### src/rtl/ldx_pkg.sv
package ldx_pkg;

   localparam int OPC_W = 6;

   localparam logic [OPC_W-1:0] OPC_LDH   = 6'b100001;
   localparam logic [OPC_W-1:0] OPC_LDHU  = 6'b100101;
   localparam logic [OPC_W-1:0] OPC_LDW   = 6'b100011;
   localparam logic [OPC_W-1:0] OPC_LDWU  = 6'b100111;
   localparam logic [OPC_W-1:0] OPC_LNKW  = 6'b110000;
   localparam logic [OPC_W-1:0] OPC_LNKD  = 6'b110100;
   localparam logic [OPC_W-1:0] OPC_UPIMM = 6'b001111;

   // access size as log2 of the byte count
   typedef enum logic [1:0] {
      SZ_BYTE  = 2'd0,
      SZ_HALF  = 2'd1,
      SZ_WORD  = 2'd2,
      SZ_DWORD = 2'd3
   } ld_size_e;

   typedef struct packed {
      logic     known;    // opcode recognised
      logic     imm_hi;   // upper-immediate, no memory access
      logic     sext;     // sign-extend the loaded field
      logic     linked;   // sets the link flag on success
      ld_size_e size;
   } ld_ctl_t;

endpackage

### src/rtl/ldx_decode.sv
module ldx_decode
   import ldx_pkg::*;
#(
   parameter int RA_W = 5
) (
   input  logic [OPC_W-1:0] opc,
   input  logic [RA_W-1:0]  rs_fld,
   output ld_ctl_t          ctl
);

   always_comb begin
      ctl = '{known: 1'b0, imm_hi: 1'b0, sext: 1'b0, linked: 1'b0, size: SZ_BYTE};
      unique case (opc)
         OPC_LDH:  begin ctl.known = 1'b1; ctl.sext = 1'b1; ctl.size = SZ_HALF;  end
         OPC_LDHU: begin ctl.known = 1'b1;                  ctl.size = SZ_HALF;  end
         OPC_LDW:  begin ctl.known = 1'b1; ctl.sext = 1'b1; ctl.size = SZ_WORD;  end
         OPC_LDWU: begin ctl.known = 1'b1;                  ctl.size = SZ_WORD;  end
         OPC_LNKW: begin
            ctl.known  = 1'b1;
            ctl.sext   = 1'b1;
            ctl.linked = 1'b1;
            ctl.size   = SZ_WORD;
         end
         OPC_LNKD: begin
            ctl.known  = 1'b1;
            ctl.linked = 1'b1;
            ctl.size   = SZ_DWORD;
         end
         OPC_UPIMM: begin
            // the base field must be zero for a legal encoding
            ctl.known  = (rs_fld == '0);
            ctl.imm_hi = (rs_fld == '0);
            ctl.size   = SZ_WORD;
         end
         default: ;
      endcase
   end

endmodule

### src/rtl/ldx_agen.sv
module ldx_agen
   import ldx_pkg::*;
#(
   parameter int XLEN  = 64,
   parameter int OFF_W = 16
) (
   input  logic [XLEN-1:0]             base,
   input  logic [OFF_W-1:0]            off,
   input  ld_size_e                    size,
   input  logic                        big,
   input  logic                        rev,
   output logic [XLEN-1:0]             paddr,
   output logic [$clog2(XLEN/8)-1:0]   lane,
   output logic                        misalign
);

   localparam int LANES = XLEN / 8;
   localparam int LGB   = $clog2(LANES);

   logic [XLEN-1:0] ea;
   logic [LGB-1:0]  acc_mask;
   logic [LGB-1:0]  flip;

   always_comb begin
      ea       = base + {{(XLEN-OFF_W){off[OFF_W-1]}}, off};
      acc_mask = LGB'((32'd1 << size) - 32'd1);
      // bytes of the line above the access size are reordered in either mode
      flip     = {LGB{1'b1}} ^ acc_mask;
      misalign = |(ea[LGB-1:0] & acc_mask);
      lane     = ea[LGB-1:0] ^ (big ? flip : '0);
      paddr    = {ea[XLEN-1:LGB], ea[LGB-1:0] ^ (rev ? flip : '0)};
   end

endmodule

### src/rtl/ldx_lane.sv
module ldx_lane
   import ldx_pkg::*;
#(
   parameter int XLEN = 64
) (
   input  logic [XLEN-1:0]           dw,
   input  logic [$clog2(XLEN/8)-1:0] lane,
   input  ld_size_e                  size,
   input  logic                      sext,
   output logic [XLEN-1:0]           val
);

   localparam int LGB   = $clog2(XLEN / 8);
   localparam int N_SZ  = 4;

   logic [XLEN-1:0] shifted;
   logic [XLEN-1:0] by_size [N_SZ];

   assign shifted = dw >> {lane, 3'b000};

   for (genvar g = 0; g < N_SZ; g++) begin : g_ext
      localparam int W = 8 << g;
      if (W == XLEN) begin : g_full
         assign by_size[g] = shifted;
      end else begin : g_part
         assign by_size[g] = {{(XLEN-W){sext & shifted[W-1]}}, shifted[W-1:0]};
      end
   end

   assign val = by_size[size];

   if (LGB < 3) begin : g_bad_lgb
      $error("ldx_lane: line must hold at least a doubleword");
   end

endmodule

### src/rtl/ld_align_unit.sv
module ld_align_unit
   import ldx_pkg::*;
#(
   parameter int XLEN  = 64,
   parameter int ILEN  = 32,
   parameter int RA_W  = 5,
   parameter int OFF_W = 16
) (
   input  logic             clk,
   input  logic             rst_n,
   input  logic             req_valid,
   input  logic [ILEN-1:0]  instr,
   input  logic [XLEN-1:0]  base_val,
   input  logic             big_endian,
   input  logic             reverse_endian,
   input  logic             link_clr,
   output logic [XLEN-1:0]  mem_addr,
   input  logic [XLEN-1:0]  mem_rdata,
   output logic             wb_en,
   output logic [RA_W-1:0]  wb_idx,
   output logic [XLEN-1:0]  wb_data,
   output logic             fault,
   output logic             link_flag
);

   localparam int LGB    = $clog2(XLEN / 8);
   localparam int RT_LSB = OFF_W;
   localparam int RS_LSB = OFF_W + RA_W;
   localparam int OP_LSB = OFF_W + 2 * RA_W;

   // elaboration checks on the parameter set
   if (ILEN != OPC_W + 2 * RA_W + OFF_W) begin : g_bad_ilen
      $error("ld_align_unit: instruction fields do not fill ILEN");
   end
   if (XLEN < 64 || (XLEN & (XLEN - 1)) != 0) begin : g_bad_xlen
      $error("ld_align_unit: XLEN must be a power of two of at least 64");
   end
   if (OFF_W != 16) begin : g_bad_off
      $error("ld_align_unit: upper-immediate form needs a 16-bit field");
   end

   logic [OPC_W-1:0] f_op;
   logic [RA_W-1:0]  f_rs;
   logic [RA_W-1:0]  f_rt;
   logic [OFF_W-1:0] f_imm;

   assign f_op  = instr[OP_LSB +: OPC_W];
   assign f_rs  = instr[RS_LSB +: RA_W];
   assign f_rt  = instr[RT_LSB +: RA_W];
   assign f_imm = instr[OFF_W-1:0];

   ld_ctl_t         ctl;
   logic [LGB-1:0]  lane;
   logic            misalign;
   logic [XLEN-1:0] lane_val;
   logic [XLEN-1:0] upimm_val;
   logic [XLEN-1:0] result;
   logic            fault_now;
   logic            write_now;

   ldx_decode #(.RA_W(RA_W)) u_dec (
      .opc    (f_op),
      .rs_fld (f_rs),
      .ctl    (ctl)
   );

   ldx_agen #(.XLEN(XLEN), .OFF_W(OFF_W)) u_agen (
      .base     (base_val),
      .off      (f_imm),
      .size     (ctl.size),
      .big      (big_endian),
      .rev      (reverse_endian),
      .paddr    (mem_addr),
      .lane     (lane),
      .misalign (misalign)
   );

   ldx_lane #(.XLEN(XLEN)) u_lane (
      .dw   (mem_rdata),
      .lane (lane),
      .size (ctl.size),
      .sext (ctl.sext),
      .val  (lane_val)
   );

   assign upimm_val = {{(XLEN-32){f_imm[OFF_W-1]}}, f_imm, 16'h0000};
   assign result    = ctl.imm_hi ? upimm_val : lane_val;
   assign fault_now = req_valid & ctl.known & ~ctl.imm_hi & misalign;
   assign write_now = req_valid & ctl.known & ~fault_now;

   logic            wb_en_q;
   logic            fault_q;
   logic            link_q;
   logic [RA_W-1:0] idx_q;
   logic [XLEN-1:0] data_q;

   always_ff @(posedge clk or negedge rst_n) begin
      if (!rst_n) begin
         wb_en_q <= 1'b0;
         fault_q <= 1'b0;
         link_q  <= 1'b0;
         idx_q   <= '0;
         data_q  <= '0;
      end else begin
         wb_en_q <= write_now;
         fault_q <= fault_now;
         if (write_now) begin
            idx_q  <= f_rt;
            data_q <= result;
         end
         if (link_clr)
            link_q <= 1'b0;
         else if (write_now && ctl.linked)
            link_q <= 1'b1;
      end
   end

   assign wb_en     = wb_en_q;
   assign fault     = fault_q;
   assign link_flag = link_q;
   assign wb_idx    = idx_q;
   assign wb_data   = data_q;

   a_r8_fault_no_write: assert property (@(posedge clk) disable iff (!rst_n)
      fault |-> !wb_en);

   a_r9_write_needs_request: assert property (@(posedge clk) disable iff (!rst_n)
      wb_en |-> $past(req_valid));

   a_r9_fault_needs_request: assert property (@(posedge clk) disable iff (!rst_n)
      fault |-> $past(req_valid));

   a_r10_link_rises_with_write: assert property (@(posedge clk) disable iff (!rst_n)
      $rose(link_flag) |-> wb_en);

   a_r11_clear_wins: assert property (@(posedge clk) disable iff (!rst_n)
      link_clr |=> !link_flag);

   a_r8_fault_keeps_link: assert property (@(posedge clk) disable iff (!rst_n)
      (fault && !$past(link_clr)) |-> $stable(link_flag));

endmodule

### config.mk
export PLATFORM = sky130hd
export DESIGN_NAME = ld_align_unit
export DESIGN_NICKNAME = d
export VERILOG_FILES = /design/src/rtl/ldx_pkg.sv /design/src/rtl/ldx_decode.sv /design/src/rtl/ldx_agen.sv /design/src/rtl/ldx_lane.sv /design/src/rtl/ld_align_unit.sv
export SDC_FILE = /design/constraint.sdc
export NUM_CORES = 1
export LEC_CHECK = 0
export BUFFER_PORTS_ARGS = -buffer_cell sky130_fd_sc_hd__clkbuf_2
export CELL_PAD_IN_SITES_DETAIL_PLACEMENT = 0
export CELL_PAD_IN_SITES_GLOBAL_PLACEMENT = 1
export CORE_UTILIZATION = 40
export CTS_BUF_LIST = sky130_fd_sc_hd__clkbuf_4 sky130_fd_sc_hd__clkbuf_8 sky130_fd_sc_hd__clkbuf_16
export DETAILED_ROUTE_END_ITERATION = 6
export GPL_TIMING_DRIVEN = 0
export HOLD_SLACK_MARGIN = 0.15
export PLACE_DENSITY = 0.95
export REMOVE_ABC_BUFFERS = 1
export SYNTH_ARGS = -nofsm -noshare
export SYNTH_HDL_FRONTEND = slang
export SYNTH_SLANG_ARGS = --single-unit
### constraint.sdc
create_clock -name clk -period 4.71 [get_ports clk]
set_clock_uncertainty 0.2 [all_clocks]
set_input_delay 0.2355 -clock clk [delete_from_list [all_inputs] [get_ports clk]]
set_output_delay 0.2355 -clock clk [all_outputs]
set_load 0.05 [all_outputs]
==> results.sh <==
export IMPL_grt_overflow=0
export IMPL_crit_type="input pin to output pin"
export IMPL_die_h_um=148.7
export IMPL_synth_top_area_cell="dfrtp_1"
export IMPL_cp_end_kind="output pin"
export IMPL_die_area_mm2=0.02211
export IMPL_timing_rr_start="wb_data[16]"
export IMPL_cp_endpoint="mem_addr[56]"
export IMPL_cts_sinks=72
export IMPL_netlist_area_mm2=0.008610
export IMPL_reg2reg_slack_ns=3.63
export IMPL_cellLeakagePower_nw=5.364
export IMPL_final_nets=1638
export IMPL_grt_pass1_wl_um=50940
export IMPL_power_density_mw_per_mm2=350.2
export IMPL_critPathMaxStageDelay_ns=0.54
export IMPL_port_buffers=301
export IMPL_arrival_ns=4.06
export IMPL_crit_path_start="instr[4]"
export IMPL_synth_warnings=0
export IMPL_dr_pass1_iters=5
export IMPL_yosysMostFrequentCell="nand2_1"
export IMPL_stdcell_count=1689
export IMPL_critPathSlowestCell="dlygate4sd3_1"
export IMPL_cts_htree_levels=3
export IMPL_grtUsageTotal_pct=29.16
export IMPL_vias_per_cell=6.021
export IMPL_routed_wirelength_um=32860
export IMPL_violations="max-capacitance violations, max-slew violations"
export IMPL_rr_worst_depth=2
export IMPL_synth_edf_count=0
export IMPL_start_util_pct=40.83
export IMPL_r2r_end="wb_data[16]"
export IMPL_max_slew_margin_rel_pct=-4.037
export IMPL_finalCritPeriodShare_pct=95.41
export IMPL_placed_cells=1622
export IMPL_io_pins=302
export IMPL_synth_seq_cells=72
export IMPL_fin_crit_ns=4.494
export IMPL_routed_via_count=10170
export IMPL_ys_seq_area_share_pct=20.93
export IMPL_netlist_area_leader_share_pct=20.93
export IMPL_crit_family="compound AO/OA/AOI/OAI gates"
export IMPL_path_cells="dlygate4sd3_1 -> clkbuf_2 -> ha_1 -> a21o_1 -> a221o_1 -> o31ai_1 -> o31ai_1 -> o21ai_1 -> o211ai_1 -> a21boi_1 -> o21bai_1 -> xnor2_1 -> clkbuf_2"
export IMPL_cp_required_ns=4.27
export IMPL_setup_viol=0
export IMPL_async_flop_share_pct=100.0
export IMPL_cts_path_max_buffers=2
export IMPL_syn_to_final_growth_pct=29.52
export IMPL_antenna_found_initial=1
export IMPL_drc=0
export IMPL_path_buf_inv=3
export IMPL_post_drt_wl_per_cell_um=19.46
export IMPL_fp_row_count=53
export IMPL_vdd_drop_max_mv=0.2697
export IMPL_crit_cells=13
export IMPL_drt_antenna_violating_nets=0
export IMPL_core_area_mm2=0.02109
export IMPL_synthDistinctLibCells=68
export IMPL_power_total_mw=3.905
export IMPL_synthCells=1116
export IMPL_clk_latency_ns=0.34
export IMPL_cts_tree="done"
export IMPL_cts_root_buf="clkbuf_16"
export IMPL_grt_max_degree=51
export IMPL_die_w_um=148.7
export IMPL_status="complete, but fails checks"
export IMPL_rsz0062_at_grt="no"
export IMPL_gp_congestion=0.9335
export IMPL_synthTopCellsByCount="nand2_1 (136), a21oi_1 (119), o21ai_0 (78)"
export IMPL_first_iter_violations=674
export IMPL_max_freq_ghz=0.2225
export IMPL_grt_pass1_vias=9726
export IMPL_postCtsSetupRepairBufs=0
export IMPL_layout_drive_gt1_share_pct=26.11
export IMPL_synth_main_ff_cell="dfrtp_1"
export IMPL_worst_pin_slew_ns=1.546
export IMPL_drv_cap=1
export IMPL_hold_viol=0
export IMPL_worstPathMaxFanout=4
export IMPL_syn_area_per_cell_um2=7.715
export IMPL_crit_path_start_kind="input pin"
export IMPL_numCtsBuffers=9
export IMPL_worstHoldPathType="input pin to flip-flop"
export IMPL_dp_hpwl_um=24470
export IMPL_slew_violations=6
export IMPL_clkTransAtPathRegs_ns=0.06
export IMPL_ys_top_cells_by_area="dfrtp_1 (21%), ha_1 (9.2%), a21oi_1 (6.9%)"
metal layers:
metal	global-route usage (%)	part of all wire (%)	vias up
li1	-	-	4762
met1	37.21	40	4753
met2	47.17	46	556
met3	5.491	9.3	98
met4	14.18	4.3	0
met5	0	0	-
through the flow:
stage	setup WS [ns]	TNS, ns	hold WS (ns)	cell area (um^2)	util (%)
final	0.2163	0	0.1839	11150	52.88
after CTS	0.01362	0	0.1567	11120	52.75
after floorplan	0.09788	0	-0.2601	8258	-
after global routing	0.02620	0	0.1993	11150	52.88
after global placement	-2.748	-136.11	0.1867	10110	47.94
after detailed placement	-0.1220	-0.2553	0.04413	10320	48.94
layout make-up:
| class | count | area (um^2) |
|---|---|---|
| antenna | 1 | 2.502 |
| clock buffer | 9 | 225.2 |
| clock inverter | 7 | 78.83 |
| fill | 2037 | 9937 |
| inverter | 34 | 131.4 |
| multi-input combinational | 931 | 6402 |
| sequential | 72 | 1802 |
| tap | 275 | 344.1 |
| timing repair buffer | 360 | 2165 |
how the worst min path moves through the flow:
stage	endpoint	from	depth (start not counted)	slack (ns)
after floorplan	fault	rst_n	0	-0.26
after global placement	link_flag	link_clr	2	0.19
after detailed placement	wb_data[3]	rst_n	1	0.04
after CTS	wb_data[40]	mem_rdata[48]	4	0.16
after global routing	wb_data[0]	mem_rdata[16]	5	0.20
final	wb_data[48]	mem_rdata[48]	4	0.18
cells by family (layout without fill, tap and decap cells):
| logic type | Yosys count | count (layout) | share of synthesized area [%] |
|---|---|---|---|
| XOR/XNOR | 69 | 69 | 7.019 |
| AO/OA/AOI/OAI | 407 | 407 | 31.04 |
| buffers and inverters | 113 | 410 | 5.566 |
| multiplexers | 57 | 57 | 8.298 |
| AND/OR/NAND/NOR | 334 | 334 | 17.76 |
| other | 0 | 1 | 0 |
| adder cells (fa/ha/maj) | 64 | 64 | 9.388 |
| flip-flops | 72 | 72 | 20.93 |
what timing repair did:
action | 4_1_cts | 5_1_grt
gates resized for setup | 0 | 9
hold endpoints to repair | 119 | 0
setup endpoints to repair | 0 | 38
hold buffers | 50 | 0
state kept, by name, indices dropped and copies added, names as in the netlist:
register   flops
fault          1
link_flag      1
wb_data       64
wb_idx         5
wb_en          1
cell usage in the layout (no fill, tap or decap), types with 9 or more instances in the layout:
master	n
inv_1	33
clkbuf_2	298
nand3_1	25
o211ai_1	11
o21ai_0	78
a31oi_1	22
mux4_2	11
o21a_1	10
dfrtp_1	72
a221o_1	33
a21o_1	21
o22ai_1	9
nand2_1	136
a21oi_1	118
nor3_1	27
nand4_1	23
mux2i_1	41
xor2_1	24
ha_1	63
a211oi_1	25
xnor2_1	41
o21bai_1	17
clkbuf_16	9
nor2_1	72
dlygate4sd3_1	50
report_power, final:
group / internal [mW] / switching, mW
registers: 0.722 / 0.0620
clock network: 0.416 / 0.303
logic: 0.707 / 1.70
tightest hold or removal path, cell delays in order:
cell and delay [ns]:
clkbuf_2 0.12, mux2i_1 0.14, inv_1 0.08, a221o_1 0.13
(Power assumes the default switching activity.)
